File: src/rtl/lcd_scan_pkg.sv
package lcd_scan_pkg;

    localparam int MAX_ROWS = 128;
    localparam int ROW_W    = $clog2(MAX_ROWS);

    typedef enum logic [1:0] {
        QTR_0 = 2'd0,
        QTR_1 = 2'd1,
        QTR_2 = 2'd2,
        QTR_3 = 2'd3
    } quarter_e;

    function automatic int unsigned rows_of(input logic [1:0] sel);
        unique case (sel)
            2'd0:    rows_of = 48;
            2'd1:    rows_of = 64;
            2'd2:    rows_of = 96;
            default: rows_of = 128;
        endcase
    endfunction

endpackage

File: src/rtl/lcd_scan_timer.sv
module lcd_scan_timer
    import lcd_scan_pkg::*;
#(
    parameter int QTR_TICKS = 2
) (
    input  logic       clk,
    input  logic       rst,
    input  logic       run_i,
    input  logic       tick_i,
    input  logic       fsel_i,
    input  logic [1:0] duty_i,
    input  logic       ext_alt_i,
    output logic       row_clk_o,
    output logic       col_a_o,
    output logic       col_b_o,
    output logic       frame_o,
    output logic       alt_o,
    output logic       rise_o,
    output logic       fall_o,
    output logic       wrap_o
);

    localparam int TW     = $clog2(QTR_TICKS) + 1;
    localparam int QLO    = (QTR_TICKS / 2 > 0) ? QTR_TICKS / 2 : 1;

    typedef struct packed {
        logic [TW-1:0]    tick;
        quarter_e         qtr;
        logic [ROW_W-1:0] row;
        logic             frm;
        logic             alt;
    } tstate_t;

    tstate_t st_d, st_q;
    logic [TW-1:0]    qlen;
    logic [ROW_W-1:0] last_row;

    always_comb begin
        st_d     = st_q;
        rise_o   = 1'b0;
        fall_o   = 1'b0;
        wrap_o   = 1'b0;
        qlen     = fsel_i ? TW'(QTR_TICKS) : TW'(QLO);
        last_row = ROW_W'(rows_of(duty_i) - 1);
        if (!run_i) begin
            st_d.tick = '0;
            st_d.qtr  = QTR_0;
            st_d.row  = '1;
            st_d.frm  = 1'b0;
            st_d.alt  = ext_alt_i;
        end else begin
            if (tick_i) begin
                if (st_q.tick >= qlen - TW'(1)) begin
                    st_d.tick = '0;
                    st_d.qtr  = quarter_e'(2'(st_q.qtr) + 2'd1);
                    rise_o    = (st_q.qtr == QTR_3);
                    fall_o    = (st_q.qtr == QTR_1);
                end else begin
                    st_d.tick = st_q.tick + TW'(1);
                end
            end
            if (rise_o) begin
                wrap_o    = (st_q.row >= last_row);
                st_d.row  = wrap_o ? '0 : st_q.row + ROW_W'(1);
                st_d.frm  = wrap_o;
                if (wrap_o) begin
                    st_d.alt = ~st_q.alt;
                end
            end
        end
    end

    always_ff @(posedge clk) begin
        if (rst) begin
            st_q.tick <= '0;
            st_q.qtr  <= QTR_0;
            st_q.row  <= '1;
            st_q.frm  <= 1'b0;
            st_q.alt  <= 1'b0;
        end else begin
            st_q <= st_d;
        end
    end

    assign row_clk_o = run_i & ((st_q.qtr == QTR_0) | (st_q.qtr == QTR_1));
    assign col_a_o   = run_i & (st_q.qtr != QTR_0);
    assign col_b_o   = run_i & (st_q.qtr != QTR_1);
    assign frame_o   = st_q.frm;
    assign alt_o     = st_q.alt;


    col_a_fall_chk: assert property (@(posedge clk) disable iff (rst || !run_i)
        $fell(col_a_o) |-> $rose(row_clk_o));


    frame_on_row_edge_chk: assert property (@(posedge clk) disable iff (rst || !run_i)
        $rose(frame_o) |-> $rose(row_clk_o));


    alt_at_frame_chk: assert property (@(posedge clk) disable iff (rst)
        (run_i && $past(run_i) && (alt_o != $past(alt_o))) |-> $rose(frame_o));

endmodule

File: src/rtl/lcd_edge_pick.sv
module lcd_edge_pick (
    input  logic clk,
    input  logic rst,
    input  logic lvl_i,
    input  logic on_rise_i,
    output logic lvl_o,
    output logic edge_o
);

    logic lvl_d, lvl_q;

    always_comb begin
        lvl_d  = lvl_i;
        edge_o = on_rise_i ? (lvl_i & ~lvl_q) : (~lvl_i & lvl_q);
    end

    always_ff @(posedge clk) begin
        if (rst) begin
            lvl_q <= 1'b0;
        end else begin
            lvl_q <= lvl_d;
        end
    end

    assign lvl_o = lvl_q;

endmodule

File: src/rtl/lcd_com_chain.sv
module lcd_com_chain #(
    parameter int N_COM = 64
) (
    input  logic             clk,
    input  logic             rst,
    input  logic             shift_i,
    input  logic             load_i,
    input  logic             din_i,
    input  logic             up_i,
    output logic [N_COM-1:0] com_o
);

    logic [N_COM-1:0] com_d, com_q;
    logic [N_COM-1:0] from_lo, from_hi, near_vec;

    for (genvar k = 0; k < N_COM; k++) begin : g_stage
        if (k == 0) begin : g_first
            assign from_lo[k] = din_i;
        end else begin : g_mid_lo
            assign from_lo[k] = com_q[k-1];
        end
        if (k == N_COM - 1) begin : g_last
            assign from_hi[k] = din_i;
        end else begin : g_mid_hi
            assign from_hi[k] = com_q[k+1];
        end
        assign near_vec[k] = up_i ? (k == 0) : (k == N_COM - 1);
    end

    always_comb begin
        com_d = com_q;
        if (load_i) begin
            com_d = near_vec;
        end else if (shift_i) begin
            com_d = up_i ? from_lo : from_hi;
        end
    end

    always_ff @(posedge clk) begin
        if (rst) begin
            com_q <= '0;
        end else begin
            com_q <= com_d;
        end
    end

    assign com_o = com_q;


    single_token_chk: assert property (@(posedge clk) disable iff (rst)
        load_i |=> $onehot(com_o));

endmodule

File: src/rtl/lcd_row_scan.sv
module lcd_row_scan
    import lcd_scan_pkg::*;
#(
    parameter int QTR_TICKS = 2,
    parameter int N_COM     = 64
) (
    input  logic             clk,
    input  logic             rst,
    input  logic             osc_tick,
    input  logic             master_mode,
    input  logic [1:0]       duty_sel,
    input  logic             freq_sel,
    input  logic             scan_up,
    input  logic             shift_on_rise,
    input  logic             ext_shift_clk,
    input  logic             ext_alt,
    input  logic             end1_in,
    output logic             end1_out,
    output logic             end1_oe,
    input  logic             end2_in,
    output logic             end2_out,
    output logic             end2_oe,
    output logic             row_clk,
    output logic             frame_mark,
    output logic             alt_pol,
    output logic             col_clk_a,
    output logic             col_clk_b,
    output logic [N_COM-1:0] com_sel
);

    logic rise_ev, fall_ev, wrap_ev, t_row_clk;
    logic slv_lvl, slv_edge;
    logic chain_shift, chain_load, chain_din;
    logic near_bit, far_bit, near_out;

    lcd_scan_timer #(.QTR_TICKS(QTR_TICKS)) u_timer (
        .clk       (clk),
        .rst       (rst),
        .run_i     (master_mode),
        .tick_i    (osc_tick),
        .fsel_i    (freq_sel),
        .duty_i    (duty_sel),
        .ext_alt_i (ext_alt),
        .row_clk_o (t_row_clk),
        .col_a_o   (col_clk_a),
        .col_b_o   (col_clk_b),
        .frame_o   (frame_mark),
        .alt_o     (alt_pol),
        .rise_o    (rise_ev),
        .fall_o    (fall_ev),
        .wrap_o    (wrap_ev)
    );

    lcd_edge_pick u_edge (
        .clk       (clk),
        .rst       (rst),
        .lvl_i     (ext_shift_clk),
        .on_rise_i (shift_on_rise),
        .lvl_o     (slv_lvl),
        .edge_o    (slv_edge)
    );

    always_comb begin
        if (master_mode) begin
            chain_shift = shift_on_rise ? rise_ev : fall_ev;
            chain_load  = shift_on_rise ? wrap_ev : (fall_ev & frame_mark);
            chain_din   = 1'b0;
        end else begin
            chain_shift = slv_edge;
            chain_load  = 1'b0;
            chain_din   = scan_up ? end1_in : end2_in;
        end
    end

    lcd_com_chain #(.N_COM(N_COM)) u_chain (
        .clk     (clk),
        .rst     (rst),
        .shift_i (chain_shift),
        .load_i  (chain_load),
        .din_i   (chain_din),
        .up_i    (scan_up),
        .com_o   (com_sel)
    );

    assign far_bit  = scan_up ? com_sel[N_COM-1] : com_sel[0];
    assign near_bit = scan_up ? com_sel[0] : com_sel[N_COM-1];
    assign near_out = master_mode & frame_mark;

    assign end1_out = scan_up ? near_out : far_bit;
    assign end1_oe  = scan_up ? master_mode : 1'b1;
    assign end2_out = scan_up ? far_bit : near_out;
    assign end2_oe  = scan_up ? 1'b1 : master_mode;
    assign row_clk  = master_mode ? t_row_clk : slv_lvl;


    slave_shift_in_chk: assert property (@(posedge clk) disable iff (rst)
        (!master_mode && slv_edge && chain_din) |=>
            (!$stable(scan_up) || master_mode || near_bit));

endmodule

File: config.mk
export PLATFORM = sky130hd
export DESIGN_NAME = lcd_row_scan
export DESIGN_NICKNAME = d
export VERILOG_FILES = /design/src/rtl/lcd_scan_pkg.sv /design/src/rtl/lcd_scan_timer.sv /design/src/rtl/lcd_edge_pick.sv /design/src/rtl/lcd_com_chain.sv /design/src/rtl/lcd_row_scan.sv
export SDC_FILE = /design/constraint.sdc
export NUM_CORES = 1
export LEC_CHECK = 0
export CORE_UTILIZATION = 35
export DETAILED_ROUTE_END_ITERATION = 16
export MAX_ROUTING_LAYER = met4
export SETUP_SLACK_MARGIN = 0.05
export SYNTH_ARGS = -nofsm -noshare
export SYNTH_HDL_FRONTEND = slang
export SYNTH_SLANG_ARGS = --single-unit
File: constraint.sdc
create_clock -name clk -period 2.5 [get_ports clk]
set_input_delay 0.25 -clock clk [delete_from_list [all_inputs] [get_ports clk]]
set_output_delay 0.25 -clock clk [all_outputs]
set_load 0.005 [all_outputs]
==> key figures <==
Global routing
  – Grt total ovfl: 0
  – Largest net degree at the start of global routing: 31
  – Initial antenna violation count: 0
  – First-pass GRT wire length: 14.8 mm
  – Vias in the first global route: 3009
  – Gr usage total: 16.1%

CTS
  – CTS Buffer Depth: 2
  – Worst-path clk slew: 60 ps
  – CTS tree: done
  – CTS buffer count: 9
  – # clock sinks: 78
  – H-tree Lvls: 3
  – CTS Root Cell: clkbuf_16
  – Clock latency at the later pin of the worst-skew pair: 330 ps
  – Hold buffer count at CTS: 0

Finish
  – Final instance area: 5410 µm²
  – Share of cells above drive strength 1: 21.0%
  – Layout Nets: 501
  – Fillers: 1055
  – Layout area overhead: 35.2%
  – Ant diodes: 0

Floorplan
  – Die W: 109 µm
  – Die Ht: 109 µm
  – Ports: 86
  – Initial Util: 36.5%
  – Die area: 11900 µm²
  – # rows: 38
  – Core ar.: 11000 µm²

Synthesis
  – Sequential area share after synthesis: 39.0%
  – Mapped Cells: 397
  – Unique masters post-synth: 35
  – Post-synth EDFFs: 0
  – Post-synthesis cell area: 4010 µm²
  – Synth Register Bits: 78
  – Most common cell in the netlist: dfxtp_1
  – Most used flip-flop cell after synthesis: dfxtp_1
  – Synth top area share: 39.0%
  – Async set-reset flop share out of synthesis: 0%
  – Syn_nets: 418
  – Yosys top cell by area: dfxtp_1
  – Ys Warns: 0
  – Largest cells by area after synthesis: dfxtp_1, a211oi_2, mux2i_1, nor2_1, ha_1
  – Syn avg cell area: 10.1 µm²
  – Synth cell count leaders: dfxtp_1, nor2_1, mux2i_1, a211oi_2, clkbuf_1

Detailed routing
  – Detailed-router iteration count before antenna repair: 5
  – DR DRC count: 0
  – Vias per cell: 5.03
  – Wire length per cell: 14.1 µm
  – Detail Route Antenna Nets: 0
  – Vias: 3146
  – DR iter-0 viols: 68
  – WL final: 8.80 mm

Setup path
  – Reg-to-Reg Start: u_timer.st_q[11]
  – Crit Path Category: reg2reg
  – Worst setup SP type: flop
  – Worst setup EP type: flop
  – Critical path startpoint: u_timer.st_q[11]
  – Worst EP required: 2740 ps
  – Crit path DAT: 2550 ps
  – Worst-path maximum fanout: 20

Power
  – Tot Pwr: 3.26 mW
  – Leak Pwr: 1.92 nW
  – Max VDD drop: 0.000324 V
  – PwrDens: 603 nW/µm²

STA
  – Part of the cycle the worst path needs: 92.1%
  – Fmax: 434 MHz
  – Final Critical Period: 2300 ps
  – Final count of negative-setup-slack endpoints: 0
  – Slew at the pin with the worst max-slew slack: 489 ps
  – RSZ-0062 raised after global routing: no
  – Worst Skew: 9.21 ps
  – Relative slew margins: 67.4%
  – Final Hold Vio Count: 0
  – Slew Viols, Final: 0

Run status
  – Status: finished, final reports clean

Placement
  – Dpl cell area: 5100 µm²
  – Gpl congestion: 0.794
  – # port buffers: 85
  – Post-DP HPWL: 6.21 mm

Worst hold path
  – Min-delay worst type: in2reg
  – Startpoint of the worst hold path: scan_up

Job
  – # Max-Cap Violations: 0
==> stage by stage <==
step	utilization, %	setup TNS, ps	hold slack, ps	setup WS [ps]	instances
final	49.3	0	345	197	625
after floorplan	-	0	319	254	397
after detailed placement	46.4	-4590	512	-113	609
after global routing	49.3	0	384	56.0	625
after global placement	46.4	-1860	505	-44.4	609
after CTS	49.2	0	341	184	625
==> cell usage in the layout (no fill, tap or decap), drive strengths merged <==
master	instances
nor3b	1
a21o	1
mux2	1
and3	2
a21oi	11
nand3b	1
xnor2	3
o21ai	10
nand3	2
xor2	5
or2	1
buf	21
a31oi	3
clkdlybuf4s50	84
bufinv	1
or3b	2
nor3	2
or3	2
o31ai	1
nand2	11
or4	2
ha	8
dfxtp	78
clkbuf	12
inv	6
nor4bb	1
nor2	72
nand2b	2
a31o	1
nand4	4
clkinvlp	2
and2	1
mux2i	63
nor2b	4
a211oi	64
==> final timing paths <==
check             slack (ps)           endpoint  cells past startpoint
setup / recovery         200  u_chain.com_o[47]                      8
hold / removal           350   u_chain.com_o[0]                      3
setup reg to reg         200  u_chain.com_o[47]                      8
hold reg to reg          530    u_timer.frame_o                      2
==> report_power, final <==
part	total (mW)	internal, mW	switching [mW]
clock	1.34	0.832	0.505
sequential	1.38	1.31	0.0725
combinational	0.541	0.295	0.246
==> worst max-delay path: stages, from the launching register on <==
cell      delay, ps
dfxtp_1         370
inv_1            60
ha_1            270
or3b_1          380
and2_1          190
nor4bb_2        190
or3_4           420
buf_12          200
a211oi_2        150
==> routing by layer <==
layer | vias up | GRT usage, % | wire (µm)
met5 | - | - | 0
met1 | 1491 | 20.2 | 4110
met2 | 54 | 25.7 | 4280
met4 | 0 | 5.21 | 72
met3 | 7 | 3.41 | 341
li1 | 1594 | - | -
==> repair_timing <==
action / CTS / global route
endpoints found under the hold margin: 0 / 0
setup buffers: 0 / 0
setup endpoints to repair: 0 / 19
gates resized for setup: 0 / 1
==> sequential cells by signal, summed over array words and instances, names as in the netlist <==
register,cells
u_timer.st_q,11
u_timer.frame_o,1
u_chain.com_o,64
u_timer.alt_o,1
u_edge.lvl_o,1
==> kinds of logic (layout without fill, tap and decap cells) <==
kind of cell | Yosys count | count (layout) | share of synthesized area [%]
compound gates | 91 | 91 | 23.2
xor+xnor | 8 | 8 | 1.75
fa+ha+maj | 8 | 8 | 2.50
buf+inv | 38 | 126 | 5.34
flops | 78 | 78 | 39.0
mux | 64 | 64 | 16.0
simple gates | 110 | 110 | 12.2
==> cell type report <==
type	instances	area (µm²)	area share, %
clock buffers	12	256	4.74
clock inverters	4	53.8	0.994
inverters	5	18.8	0.347
multi-input cells	281	2250	41.6
flip-flops and latches	78	1560	28.8
well taps	140	175	3.24
repair buffers	105	1100	20.3
No activity file was read; power rests on OpenSTA's default activity.
